<file path="config.mk">
export PLATFORM = sky130hd
export DESIGN_NAME = esb_page_handler
export DESIGN_NICKNAME = d
export VERILOG_FILES = /design/src/rtl/esb_pkg.sv /design/src/rtl/esb_op_decode.sv /design/src/rtl/esb_pq_step.sv /design/src/rtl/esb_page_handler.sv
export SDC_FILE = /design/constraint.sdc
export NUM_CORES = 1
export LEC_CHECK = 0
export BUFFER_PORTS_ARGS = -buffer_cell sky130_fd_sc_hd__buf_2
export CAP_MARGIN = 25
export CORE_UTILIZATION = 42
export DETAILED_ROUTE_END_ITERATION = 12
export PLACE_DENSITY = 0.93
export SETUP_SLACK_MARGIN = 0.5
export SLEW_MARGIN = 10
export SYNTH_ARGS = -nofsm -noshare
export SYNTH_HDL_FRONTEND = slang
export SYNTH_HIERARCHICAL = 1
export SYNTH_SLANG_ARGS = --single-unit
</file>
<file path="constraint.sdc">
create_clock -name clk_i -period 8.9 [get_ports clk_i]
set_input_delay 0.89 -clock clk_i [delete_from_list [all_inputs] [get_ports clk_i]]
set_output_delay 0.89 -clock clk_i [all_outputs]
set_load 0.01 [all_outputs]
</file>
<file path="src/rtl/esb_pkg.sv">
package esb_pkg;
  localparam int OFF_W     = 12;
  localparam int SIZE_W    = 4;
  localparam int ACC_BYTES = 8;
  localparam int BUS_W     = 64;
  localparam int WORD_W    = 32;

  typedef logic [1:0] pq_t;

  typedef enum logic [2:0] {
    OP_LD_EOI,
    OP_LD_GET,
    OP_LD_SET,
    OP_ST_TRIG,
    OP_ST_EOI,
    OP_ST_INJ,
    OP_BAD
  } esb_op_e;
endpackage

</file>
<file path="src/rtl/esb_op_decode.sv">
module esb_op_decode
  import esb_pkg::*;
(
  input  logic              we_i,
  input  logic              esc_i,
  input  logic [3:0]        win_i,   // offset bits [11:8]
  input  logic [SIZE_W-1:0] size_i,
  output esb_op_e           op_o,
  output pq_t               set_pq_o
);
  assign set_pq_o = win_i[1:0];

  always_comb begin
    op_o = OP_BAD;
    if (size_i == SIZE_W'(ACC_BYTES)) begin
      if (!we_i) begin
        unique case (win_i[3:2])
          2'b00, 2'b01: op_o = OP_LD_EOI;
          2'b10:        op_o = OP_LD_GET;
          default:      op_o = OP_LD_SET;
        endcase
      end else begin
        unique case (win_i[3:2])
          2'b00:   op_o = OP_ST_TRIG;
          2'b01:   op_o = OP_ST_EOI;
          2'b10:   op_o = esc_i ? OP_BAD : OP_ST_INJ;
          default: op_o = OP_BAD;
        endcase
      end
    end
  end
endmodule

</file>
<file path="src/rtl/esb_pq_step.sv">
module esb_pq_step
  import esb_pkg::*;
(
  input  esb_op_e op_i,
  input  pq_t     pq_i,
  input  pq_t     set_pq_i,
  output pq_t     pq_o,
  output logic    ntf_o
);
  always_comb begin
    pq_o  = pq_i;
    ntf_o = 1'b0;
    unique case (op_i)
      OP_LD_EOI, OP_ST_EOI: begin
        if (pq_i == 2'b11) begin
          pq_o  = 2'b10;
          ntf_o = 1'b1;
        end else if (pq_i != 2'b01) begin
          pq_o = 2'b00;
        end
      end
      OP_LD_SET: pq_o = set_pq_i;
      OP_ST_TRIG: begin
        if (pq_i == 2'b00) begin
          pq_o  = 2'b10;
          ntf_o = 1'b1;
        end else if (pq_i == 2'b10) begin
          pq_o = 2'b11;
        end
      end
      OP_ST_INJ: ntf_o = 1'b1;
      default: ;
    endcase
  end

  // off state (01) is never left by EOI or trigger
  always_comb begin
    if ((op_i == OP_ST_TRIG || op_i == OP_LD_EOI || op_i == OP_ST_EOI) && pq_i == 2'b01)
      assert_off_sticky_R5: assert (pq_o == 2'b01 && !ntf_o);
  end
endmodule

</file>
<file path="src/rtl/esb_page_handler.sv">
module esb_page_handler
  import esb_pkg::*;
#(
  parameter int ADDR_W     = 32,
  parameter int PAGE_SHIFT = 16,
  parameter int NPQ_LSB    = 0,
  parameter int EPQ_LSB    = 4,
  localparam int IDX_W     = ADDR_W - PAGE_SHIFT - 1
) (
  input  logic              clk_i,
  input  logic              rst_ni,
  input  logic              req_i,
  input  logic              we_i,
  input  logic [ADDR_W-1:0] addr_i,
  input  logic [SIZE_W-1:0] size_i,
  output logic              ready_o,
  output logic              tbl_rd_o,
  output logic [IDX_W-1:0]  tbl_idx_o,
  input  logic [WORD_W-1:0] tbl_rdata_i,
  input  logic              tbl_hit_i,
  output logic              tbl_wr_o,
  output logic [WORD_W-1:0] tbl_wdata_o,
  output logic              rsp_valid_o,
  output logic [BUS_W-1:0]  rsp_data_o,
  output logic              rsp_err_o,
  output logic              notify_o
);
  generate
    if (PAGE_SHIFT != 12 && PAGE_SHIFT != 16) begin : g_bad_shift
      $error("PAGE_SHIFT must be 12 or 16");
    end
    if (NPQ_LSB + 1 >= WORD_W || EPQ_LSB + 1 >= WORD_W ||
        (NPQ_LSB <= EPQ_LSB + 1 && EPQ_LSB <= NPQ_LSB + 1)) begin : g_bad_fields
      $error("P/Q field positions overlap or exceed the control word");
    end
  endgenerate

  typedef enum logic [1:0] {ST_IDLE, ST_LOOK, ST_EXEC} st_e;
  st_e st_q;

  logic              we_q;
  logic [ADDR_W-1:0] addr_q;
  logic [SIZE_W-1:0] size_q;

  always_ff @(posedge clk_i or negedge rst_ni) begin
    if (!rst_ni) begin
      st_q   <= ST_IDLE;
      we_q   <= 1'b0;
      addr_q <= '0;
      size_q <= '0;
    end else begin
      unique case (st_q)
        ST_IDLE: if (req_i) begin
          st_q   <= ST_LOOK;
          we_q   <= we_i;
          addr_q <= addr_i;
          size_q <= size_i;
        end
        ST_LOOK: st_q <= ST_EXEC;
        default: st_q <= ST_IDLE;
      endcase
    end
  end

  logic unused_low;
  assign unused_low = ^addr_q[7:0];
  generate
    if (PAGE_SHIFT > 12) begin : g_gap
      logic unused_gap;
      assign unused_gap = ^addr_q[PAGE_SHIFT-1:12];
    end
  endgenerate

  logic esc_sel;
  assign esc_sel = addr_q[PAGE_SHIFT];

  esb_op_e op;
  pq_t     set_pq, pq_old, pq_new;
  logic    ntf;

  esb_op_decode u_dec (
    .we_i     (we_q),
    .esc_i    (esc_sel),
    .win_i    (addr_q[11:8]),
    .size_i   (size_q),
    .op_o     (op),
    .set_pq_o (set_pq)
  );

  assign pq_old = esc_sel ? tbl_rdata_i[EPQ_LSB +: 2] : tbl_rdata_i[NPQ_LSB +: 2];

  esb_pq_step u_step (
    .op_i     (op),
    .pq_i     (pq_old),
    .set_pq_i (set_pq),
    .pq_o     (pq_new),
    .ntf_o    (ntf)
  );

  logic exec, bad, live;
  assign exec = (st_q == ST_EXEC);
  assign bad  = (op == OP_BAD);
  assign live = exec && tbl_hit_i && !bad;

  assign ready_o     = (st_q == ST_IDLE);
  assign tbl_rd_o    = (st_q == ST_LOOK);
  assign tbl_idx_o   = addr_q[ADDR_W-1:PAGE_SHIFT+1];
  assign tbl_wr_o    = live && (pq_new != pq_old);
  assign rsp_valid_o = exec;
  assign rsp_err_o   = exec && bad;
  assign notify_o    = live && we_q && ntf;

  always_comb begin
    tbl_wdata_o = tbl_rdata_i;
    if (esc_sel) tbl_wdata_o[EPQ_LSB +: 2] = pq_new;
    else         tbl_wdata_o[NPQ_LSB +: 2] = pq_new;
  end

  always_comb begin
    rsp_data_o = '0;
    if (exec && !we_q) begin
      if (bad || !tbl_hit_i)        rsp_data_o = '1;
      else if (op == OP_LD_EOI)     rsp_data_o[0]   = ntf;
      else                          rsp_data_o[1:0] = pq_old;
    end
  end

  assert_wb_only_live_R10: assert property (@(posedge clk_i) disable iff (!rst_ni)
    tbl_wr_o |-> rsp_valid_o && !rsp_err_o && tbl_hit_i);
  assert_err_quiet_R8: assert property (@(posedge clk_i) disable iff (!rst_ni)
    rsp_err_o |-> !tbl_wr_o && !notify_o);
  assert_miss_quiet_R9: assert property (@(posedge clk_i) disable iff (!rst_ni)
    (rsp_valid_o && !tbl_hit_i) |-> !tbl_wr_o && !notify_o);
  assert_lookup_first_R11: assert property (@(posedge clk_i) disable iff (!rst_ni)
    rsp_valid_o |-> $past(tbl_rd_o) && !ready_o);
  assert_idx_held_R1: assert property (@(posedge clk_i) disable iff (!rst_ni)
    rsp_valid_o |-> $stable(tbl_idx_o));
  assert_notify_ok_R5: assert property (@(posedge clk_i) disable iff (!rst_ni)
    notify_o |-> rsp_valid_o && !rsp_err_o);
endmodule

</file>
# ---- Word level (Yosys, flattened, before mapping)
# Cells that the tools add are included.
# Widths: inputs -> output; s select.
dict set report totals {
  regBits 39
  latchBits 0
  ram_bits 0
  romBits 0
  in_bits 73
  output_inout_bits 117
  wordCells 60
  mem_count 0
}
dict set report classes {
  n_addsub 0
  mul 0
  n_div 0
  order_cmp 0
  n_eq_ne 15
  n_shift 0
  muxes 23
  bitwise_logic 0
  n_reduce_logical 18
}
# cell n
set op_table {}
lappend op_table {{$mux 64} 1}
lappend op_table {{$mux 62} 1}
lappend op_table {{$mux 2} 10}
lappend op_table {{$eq 3x3->1 const B} 3}
lappend op_table {{$pmux 3 s3} 1}
lappend op_table {{$eq 2x2->1 const B} 4}
lappend op_table {{$pmux 2 s2} 2}
lappend op_table {{$logic_and 1x1->1} 7}
lappend op_table {{$eq 3x2->1 const B} 2}
lappend op_table {{$logic_not 2->1} 3}
lappend op_table {{$mux 3} 2}
lappend op_table {{$pmux 2 s3} 1}
lappend op_table {{$eq 2x1->1 const B} 2}
lappend op_table {{$eq 4x4->1 const B} 1}
lappend op_table {{$mux 1} 4}
lappend op_table {{$reduce_or 2->1} 2}
lappend op_table {{$logic_not 1->1} 3}
lappend op_table {{$logic_not 3->1} 1}
lappend op_table {{$pmux 1 s3} 1}
lappend op_table {{$ne 2x1->1 const B} 1}
lappend op_table {{$ne 2x2->1} 1}
lappend op_table {{$ne 2x2->1 const B} 1}
lappend op_table {{$reduce_and 2->1} 1}
lappend op_table {{$logic_or 1x1->1} 1}

# ---- Depth between registers and ports, before layout
# Gate-level depths: netlist (run 1).
dict set report logic_depth {
  ltp_word 11
  depth_mapped 7
  ltp_nobuf 7
}

# ---- Modules after synthesis
# The synthesis (run 1) kept the hierarchy.
# mod n_inst cells_per_inst area_each_um2 seq_area_each_um2
set by_module_without_submodules {}
lappend by_module_without_submodules {esb_page_handler 1 186 2069.5 675.6}
lappend by_module_without_submodules {esb_pq_step 1 16 97.6 0.0}
lappend by_module_without_submodules {esb_op_decode 1 12 91.3 0.0}

# ---- Worst setup path before layout (run 1)
# No wires, ideal clock.
dict set report synth_timing {
  kind {reg2out}
  start {register addr_q[11]}
  end {output port rsp_data_o[10]}
  t_arrival_ps 3878
  t_required_ps 8010
  slack_ps 4132
  stages_incl_launch_ff 7
  path_buffers 1
  path_cell_list {dfrtp_1 nor2b_1 o311ai_1 nand3b_1 and2_1 nor2_1 buf_4}
}
dict set report synth_via {
  elab_chain_len 9
  elab_cells_between_ends 12
  classes_between {3 x eq/ne; 6 x mux; 3 x reduce/logical}
}
# element line
set synth_rtl {}
lappend synth_rtl {{from (decl)} esb_page_handler.sv:42} ;# logic [ADDR_W-1:0] addr_q;
lappend synth_rtl {{from (signal assigned)} esb_page_handler.sv:56} ;# addr_q <= addr_i;
lappend synth_rtl {{$eq 2x1->1 or $logic_not 2->1 (tied branches)} {esb_op_decode.sv:17, esb_op_decode.sv:23}}
lappend synth_rtl {{$reduce_or 2->1} esb_op_decode.sv:17} ;# unique case (win_i[3:2])
lappend synth_rtl {{$pmux 2 s2} esb_op_decode.sv:17}
lappend synth_rtl {{$mux 3 *} esb_op_decode.sv:16} ;# if (!we_i) begin
lappend synth_rtl {{$mux 3 *} esb_op_decode.sv:15} ;# if (size_i == SIZE_W'(ACC_BYTES)) begin
lappend synth_rtl {{net op[1]} esb_page_handler.sv:77} ;# esb_op_e op;
lappend synth_rtl {{$eq 3x3->1 *} esb_page_handler.sv:102} ;# assign bad = (op == OP_BAD);
lappend synth_rtl {{$logic_or 1x1->1 *} esb_page_handler.sv:122} ;# if (bad || !tbl_hit_i) rsp_data_o = '1;
lappend synth_rtl {{$mux 62 *} esb_page_handler.sv:122}
lappend synth_rtl {{$mux 64 *} esb_page_handler.sv:121} ;# if (exec && !we_q) begin
lappend synth_rtl {{to (decl)} esb_page_handler.sv:24} ;# output logic [BUS_W-1:0] rsp_data_o,
# The timed path passes the listed nets; every way through them passes the cells marked *.

# ---- Worst setup path in the final report (run 1)
dict set report layout_timing {
  start {register addr_q[16]}
  end {output port rsp_data_o[41]}
}
dict set report layout_via {
  elab_chain_len 8
}
# element line
set layout_rtl {}
lappend layout_rtl {{$mux 2} esb_op_decode.sv:26} ;# 2'b10: op_o = esc_i ? OP_BAD : OP_ST_INJ;
lappend layout_rtl {{$pmux 3 s3} esb_op_decode.sv:23} ;# unique case (win_i[3:2])
lappend layout_rtl {{$mux 3} esb_op_decode.sv:16}
lappend layout_rtl {{$mux 3} esb_op_decode.sv:15}
lappend layout_rtl {{net op[1]} esb_page_handler.sv:77}
lappend layout_rtl {{$eq 3x3->1} esb_page_handler.sv:102}
lappend layout_rtl {{$logic_or 1x1->1} esb_page_handler.sv:122}
lappend layout_rtl {{$mux 62} esb_page_handler.sv:122}
lappend layout_rtl {{$mux 64} esb_page_handler.sv:121}
# The timed path passes the listed nets, and every way through them passes these cells.

==> impl_results.md, run 1 <==
* Status: finished clean
* Dpl hpwl at 2.72 mm
* Avg Cell Area, Syn at 10.6 sq um
* Startpoint types: flop
* Setup TNS at 0 ns
* Setup bufs post-CTS at 0
* CP max stage cell: o311ai_1
* Avg WL per Cell at 11.7 microns
* Slew of the pin with the lowest slew margin at 0.794 ns
* Hold WS at 0.507 ns
* Power, Total at 443 uW
* TritonCTS clock tree: done
* Critical Path End: rsp_data_o[41]
* RSZ-0062 raised after global routing: false
* Initial Util at 43.9%
* GR Overflow Total at 0
* All-Layer GR Usage at 11.8%
* Crit path largest cell delay at 0.67 ns
* DR iter-0 viols at 16
* Crit Reg-Reg Startpoint: st_q[0]$_DFFE_PN0P_
* Register area share after synthesis at 29.9%
* DR vias/cell at 4.59
* Post-cts gate resize count at 0
* Synthesis Warnings at 6
* Slew margin rel. at 46.3%
* Pleak at 0.00124 uW
* Fmax at 276 MHz
* H-tree depth at 1
* Clk_lat worst skew at 0.27 ns
* Crit share post-route at 40.7%
* Crit end category: output pin
* Top_reg_cell synth: dfrtp_1
* Slew Viols, Final at 0
* Final #Nets at 304
* Min-Delay Path Class: flop to flop
* Final Non-Filler Cells at 300
* Crit path buf inv count at 2
* Syn_nets at 287
* Crit path depth at 7
* Share of the synthesized area in the top cell type at 35.2%
* CTS clk-pin slew, worst paths at 0.08 ns
* Pwr/cell area at 206 nW/um^2
* Max VDD drop at 0.144 mV
* Die area at 5670 sq um
* Worst slack, placed at 5.54 ns
* EDFF count, synth at 0
* Cells after DPL at 296
* Share of layout cells above drive strength 1 at 70.0%
* DRC viols at 0
* CTS root buffer: clkbuf_8
* R2R depth at 3
* Cell taking the most area after synthesis: buf_4
* Commonest cells post-synth: buf_4 (106), dfrtp_1 (27), mux2_4 (19)
* Die X at 75.3 microns
* Setup violators final at 0
* Ranking of synthesized cells by area: buf_4 (35%), dfrtp_1 (30%), mux2_4 (13%)
* CTS buffer count at 3
* Seq cells post-synth at 27
* Initial antenna violation count at 0
* Cts hold-fix bufs at 0
* First-pass GRT wire length at 5.09 mm
* Most common cell in the netlist: buf_4
* DRT antenna net count at 0
* CTS Sinks at 27
* GPL Wtd Cong at 0.843
* # rows at 26
* Crit. Startpoint: addr_q[16]$_DFFE_PN0P_
* Clk_skew at 0.00479 ns
* Core ar. at 5140 sq um
* CP cell instances: nor2b_1 > o311ai_1 > nand3b_1 > and2_1 > nor2_2 > buf_4 > buf_2
* Antenna Cells at 0
* IO buf count at 121
* WL final at 3.50 mm
* Die height at 75.3 microns
* Area grow syn2layout at -4.60%
* Yosys cell types at 32
* Min Clock Period, post-route at 3.62 ns
* Max-cap viol count at 0
* Ys async rst share at 100%
* Vias in the first global route at 1,123
* Final Hold Viols at 0
* DR vias at 1,378
* Clock buffer depth at 2
* CP required at 8.01 ns
* Critical path class: flop to output pin
* Pre-antenna DRT Iters at 2
* Largest net degree at the start of global routing at 63
* Mapped Area at 2260 sq um
* Worst Path Max Fanout at 62
* Setup WS post-layout at 5.28 ns
* Reg-to-Reg End: addr_q[16]$_DFFE_PN0P_
* Cell count after synthesis at 214
* Worst EP arrival at 2.73 ns
* IO Pins at 190
* Top cell family by delay on the critical path: simple AND/OR/NAND/NOR gates
* Flop-to-flop setup slack at 7.39 ns
* Filler Cells Inserted at 509
## cell type report
cell class              count  area (sq um)  area share [%]
clock buffers               4          45.0            2.09
inverters                   3          11.3           0.523
multi-input cells          74           722            33.5
flip-flops and latches     27           676            31.4
well taps                  70          87.6            4.07
repair buffers            122           613            28.5
## report_power, final
part	switching (uW)	internal, uW
Sequential	26.2	153
Clock	34.5	32.0
Combinational	92.0	105
## through the flow
step                      cell area, sq um  utilization, %
final                                 2150            41.9
after global routing                  2150            41.9
after CTS                             2150            41.9
after detailed placement              2110            41.0
after global placement                2110            41.0
after floorplan                       2260               -
## worst min path at each step
stage	startpoint	endpoint	slack (ns)	cells past startpoint
final	addr_q[17]$_DFFE_PN0P_	addr_q[17]$_DFFE_PN0P_	0.51	1
after global routing	addr_q[19]$_DFFE_PN0P_	addr_q[19]$_DFFE_PN0P_	0.54	1
after CTS	addr_q[17]$_DFFE_PN0P_	addr_q[17]$_DFFE_PN0P_	0.51	1
after detailed placement	addr_q[30]$_DFFE_PN0P_	addr_q[30]$_DFFE_PN0P_	0.49	1
after global placement	addr_q[21]$_DFFE_PN0P_	addr_q[21]$_DFFE_PN0P_	0.49	1
after floorplan	st_q[1]$_DFFE_PN0P_	st_q[1]$_DFFE_PN0P_	0.46	1
## metal layers
| layer | vias up | global-route usage (%) | share of wire [%] |
|---|---|---|---|
| met3 | 4 | 4.37 | 12 |
| met5 | - | 0 | 0 |
| li1 | 635 | - | - |
| met2 | 107 | 20.3 | 48 |
| met4 | 0 | 3.70 | 0.94 |
| met1 | 632 | 13.6 | 40 |
## logic make-up after synthesis
| group | after synthesis | synth area share (%) |
|---|---|---|
| XOR/XNOR | 2 | 0.776 |
| buffers and inverters | 113 | 38.2 |
| AND/OR/NAND/NOR | 26 | 8.31 |
| AO/OA/AOI/OAI | 14 | 3.71 |
| flip-flops | 27 | 29.9 |
| multiplexers | 32 | 19.1 |
## cell usage in the layout, fill, tap and decap left out, types with 2 or more instances in the layout
| cell type | count |
|---|---|
| buf_2 | 121 |
| dfrtp_1 | 27 |
| mux2_4 | 19 |
| mux2_2 | 12 |
| a21oi_1 | 8 |
| nand2b_1 | 4 |
| clkbuf_8 | 3 |
| inv_1 | 3 |
| and2b_1 | 2 |
| nor3_1 | 2 |
| nor2_2 | 2 |
| xnor2_1 | 2 |
| nand3_1 | 2 |
| nor2b_1 | 2 |
| nand2_1 | 2 |
| o21ai_0 | 2 |
| o32ai_1 | 2 |
## sequential cells by signal (all words and copies together), names as in the netlist
name and count:
addr_q 20, size_q 4, st_q 2, we_q 1
## worst register-to-register path, delay by kind of cell, from the launching register on
family,cells,cell delay (ns)
flops,1,0.43
simple gates,2,0.57
mux,1,0.40
Power figures use the tool's default switching activity.
==> inputs of run 2 (changes only) <==
--- a/config.mk
+++ b/config.mk
@@ -7,9 +7,9 @@
 export LEC_CHECK = 0
 export BUFFER_PORTS_ARGS = -buffer_cell sky130_fd_sc_hd__buf_2
 export CAP_MARGIN = 25
-export CORE_UTILIZATION = 42
+export CORE_UTILIZATION = 35
 export DETAILED_ROUTE_END_ITERATION = 12
-export PLACE_DENSITY = 0.93
+export PLACE_DENSITY = 0.83
 export SETUP_SLACK_MARGIN = 0.5
 export SLEW_MARGIN = 10
 export SYNTH_ARGS = -nofsm -noshare
==> constraint.sdc (replaced) <==
create_clock -name clk_i -period 3.15 [get_ports clk_i]
set_input_delay 0.315 -clock clk_i [delete_from_list [all_inputs] [get_ports clk_i]]
set_output_delay 0.315 -clock clk_i [all_outputs]
set_load 0.01 [all_outputs]
==> run 2 against run 1 <==
  * Critical path depth up 2
  * Clock-buffer cell count decreased by 1
  * Combinational power increased to 3.2 times the previous value
  * Total power grew to 3.0 times the previous value
  * Routed wire length up 13%
  * Critical path type unchanged
  * Largest power group unchanged
  * Highest routed layer unchanged
==> impl_results.md, run 2 (synthesis gave the netlist of run 1 again) <==
* CTS buffer count at 3
* RSZ-0062 raised after global routing: true
* Avg WL per Cell at 12.4 microns
* WL final at 3.94 mm
* # rows at 28
* Initial antenna violation count at 0
* IO buf count at 121
* Worst Path Max Fanout at 7
* CTS clk-pin slew, worst paths at 0.09 ns
* Clock share of power at 14.4%
* Final Cell Area at 2370 sq um
* Fmax at 387 MHz
* Core ar. at 6060 sq um
* Top cell family by delay on the critical path: simple AND/OR/NAND/NOR gates
* Internal at 872 uW
* Placed instance area at 2130 sq um
* Largest registers: addr_q x20, size_q x4, st_q x2
* Pleak at 0.00132 uW
* GR Overflow Total at 0
* CP max stage cell: dfrtp_1
* Seq pwr share at 38.1%
* Commonest non-fill, non-tap cell in the layout: buf_2
* TritonCTS clock tree: done
* Final Non-Filler Cells at 318
* Crit share post-route at 82.0%
* Share of layout cells above drive strength 1 at 75.7%
* Reg-to-Reg End: addr_q[16]$_DFFE_PN0P_
* CP cell instances: nor4b_4 > buf_4 > o311ai_4 > nand2b_1 > nor3_1 > nor3_2 > xnor2_1 > a21oi_1 > buf_2
* DR vias/cell at 4.62
* CTS Sinks at 27
* DR iter-0 viols at 29
* Combinational fraction of design power at 47.6%
* Initial Util at 37.3%
* Crit Reg-Reg Startpoint: st_q[0]$_DFFE_PN0P_
* Clock buffer depth at 2
* Crit end category: output pin
* Final #Nets at 317
* H-tree depth at 1
* Die X at 82.3 microns
* DR vias at 1,470
* Die area at 6780 sq um
* Critical path class: flop to output pin
* DRT antenna net count at 0
* Setup TNS at 0 ns
* Commonest cells after routing, fill and taps aside: buf_2 (121), dfrtp_1 (25), mux2_4 (19)
* Min-Delay Path Class: input pin to async pin
* Area grow syn2layout at 5.04%
* Final Hold Viols at 0
* R2R depth at 3
* First-pass GRT wire length at 5.17 mm
* Cells after DPL at 301
* DRC viols at 0
* Sw frac at 35.0%
* Slew of the pin with the lowest slew margin at 0.567 ns
* Pre-antenna DRT Iters at 4
* Max reg flops at 20
* Largest net degree at the start of global routing at 63
* Switch Pwr at 469 uW
* Dpl hpwl at 2.70 mm
* Die height at 82.3 microns
* Vias in the first global route at 1,149
* Clk_lat worst skew at 0.27 ns
* Slew margin rel. at 62.2%
* IO Pins at 190
* Crit path buf inv count at 2
* Slew Viols, Final at 0
* Flop-to-flop setup slack at 1.65 ns
* Most flops, register: addr_q
* Status: finished clean
* Setup violators final at 0
* GPL Wtd Cong at 0.748
* Crit. Startpoint: size_q[1]$_DFFE_PN0P_
* Crit path largest cell delay at 0.41 ns
* Antenna Cells at 0
* Clk_skew at 0.00330 ns
* Worst EP arrival at 2.27 ns
* Startpoint types: flop
* Pwr/cell area at 565 nW/um^2
* CP required at 2.83 ns
* Max VDD drop at 0.362 mV
* Min Clock Period, post-route at 2.58 ns
* CTS root buffer: clkbuf_8
* Max-cap viol count at 0
* All-Layer GR Usage at 10.1%
* Filler Cells Inserted at 587
[run 2: worst register-to-register path, stage by stage (launching register included)]
cell     delay [ns]
dfrtp_1        0.42
nor2_2         0.14
and2_4         0.43
mux2_2         0.41
[run 2: cell type report]
| type | instances | area, sq um | area share, % |
|---|---|---|---|
| clock buffer | 3 | 41.3 | 1.74 |
| clock inverter | 1 | 5.00 | 0.211 |
| inverter | 3 | 11.3 | 0.475 |
| multi-input combinational | 75 | 785 | 33.1 |
| sequential | 27 | 678 | 28.6 |
| tap | 75 | 93.8 | 3.96 |
| timing repair buffer | 134 | 758 | 32.0 |
[run 2: worst max path at each step]
stage | endpoint | slack, ns | cells after the start
after floorplan | rsp_data_o[10] | 0.50 | 6
after global placement | rsp_data_o[40] | 0.63 | 7
after detailed placement | rsp_data_o[40] | 0.56 | 7
after CTS | rsp_data_o[40] | 0.51 | 7
after global routing | tbl_wr_o | 0.40 | 9
final | tbl_wr_o | 0.57 | 9
[run 2: metal layers]
layer	track usage, %	up-vias	part of all wire [%]
li1	-	662	-
met1	11.4	691	37
met3	3.52	7	9.6
met2	17.4	110	52
met4	4.21	0	1.4
met5	0	-	0
[run 2: power groups by stage]
stage | registers, uW | logic, uW | clock network (uW)
6_report | 510 | 638 | 192
5_1_grt | 524 | 702 | 217
4_1_cts | 510 | 577 | 200
3_5_place_dp | 512 | 567 | 0
3_3_place_gp | 507 | 552 | 0
2_1_floorplan | 488 | 619 | 0
[run 2: through the flow]
step | hold WS, ns | setup WS [ns] | total power [uW] | utilization (%)
final | 0.0260 | 0.568 | 1340 | 39.1
after floorplan | 0.0194 | 0.498 | 1110 | -
after CTS | 0.0500 | 0.511 | 1290 | 36.4
after global placement | 0.344 | 0.632 | 1060 | 35.1
after global routing | 0.0730 | 0.404 | 1440 | 39.1
after detailed placement | 0.357 | 0.561 | 1080 | 35.1
[run 2: what timing repair did]
item                                    CTS  global route
buffers inserted                          1             7
endpoints found under the setup margin   66            67
hold buffers                              0             0
gates cloned                              0             5
resized for setup                         6             9
pin swaps                                 1             7
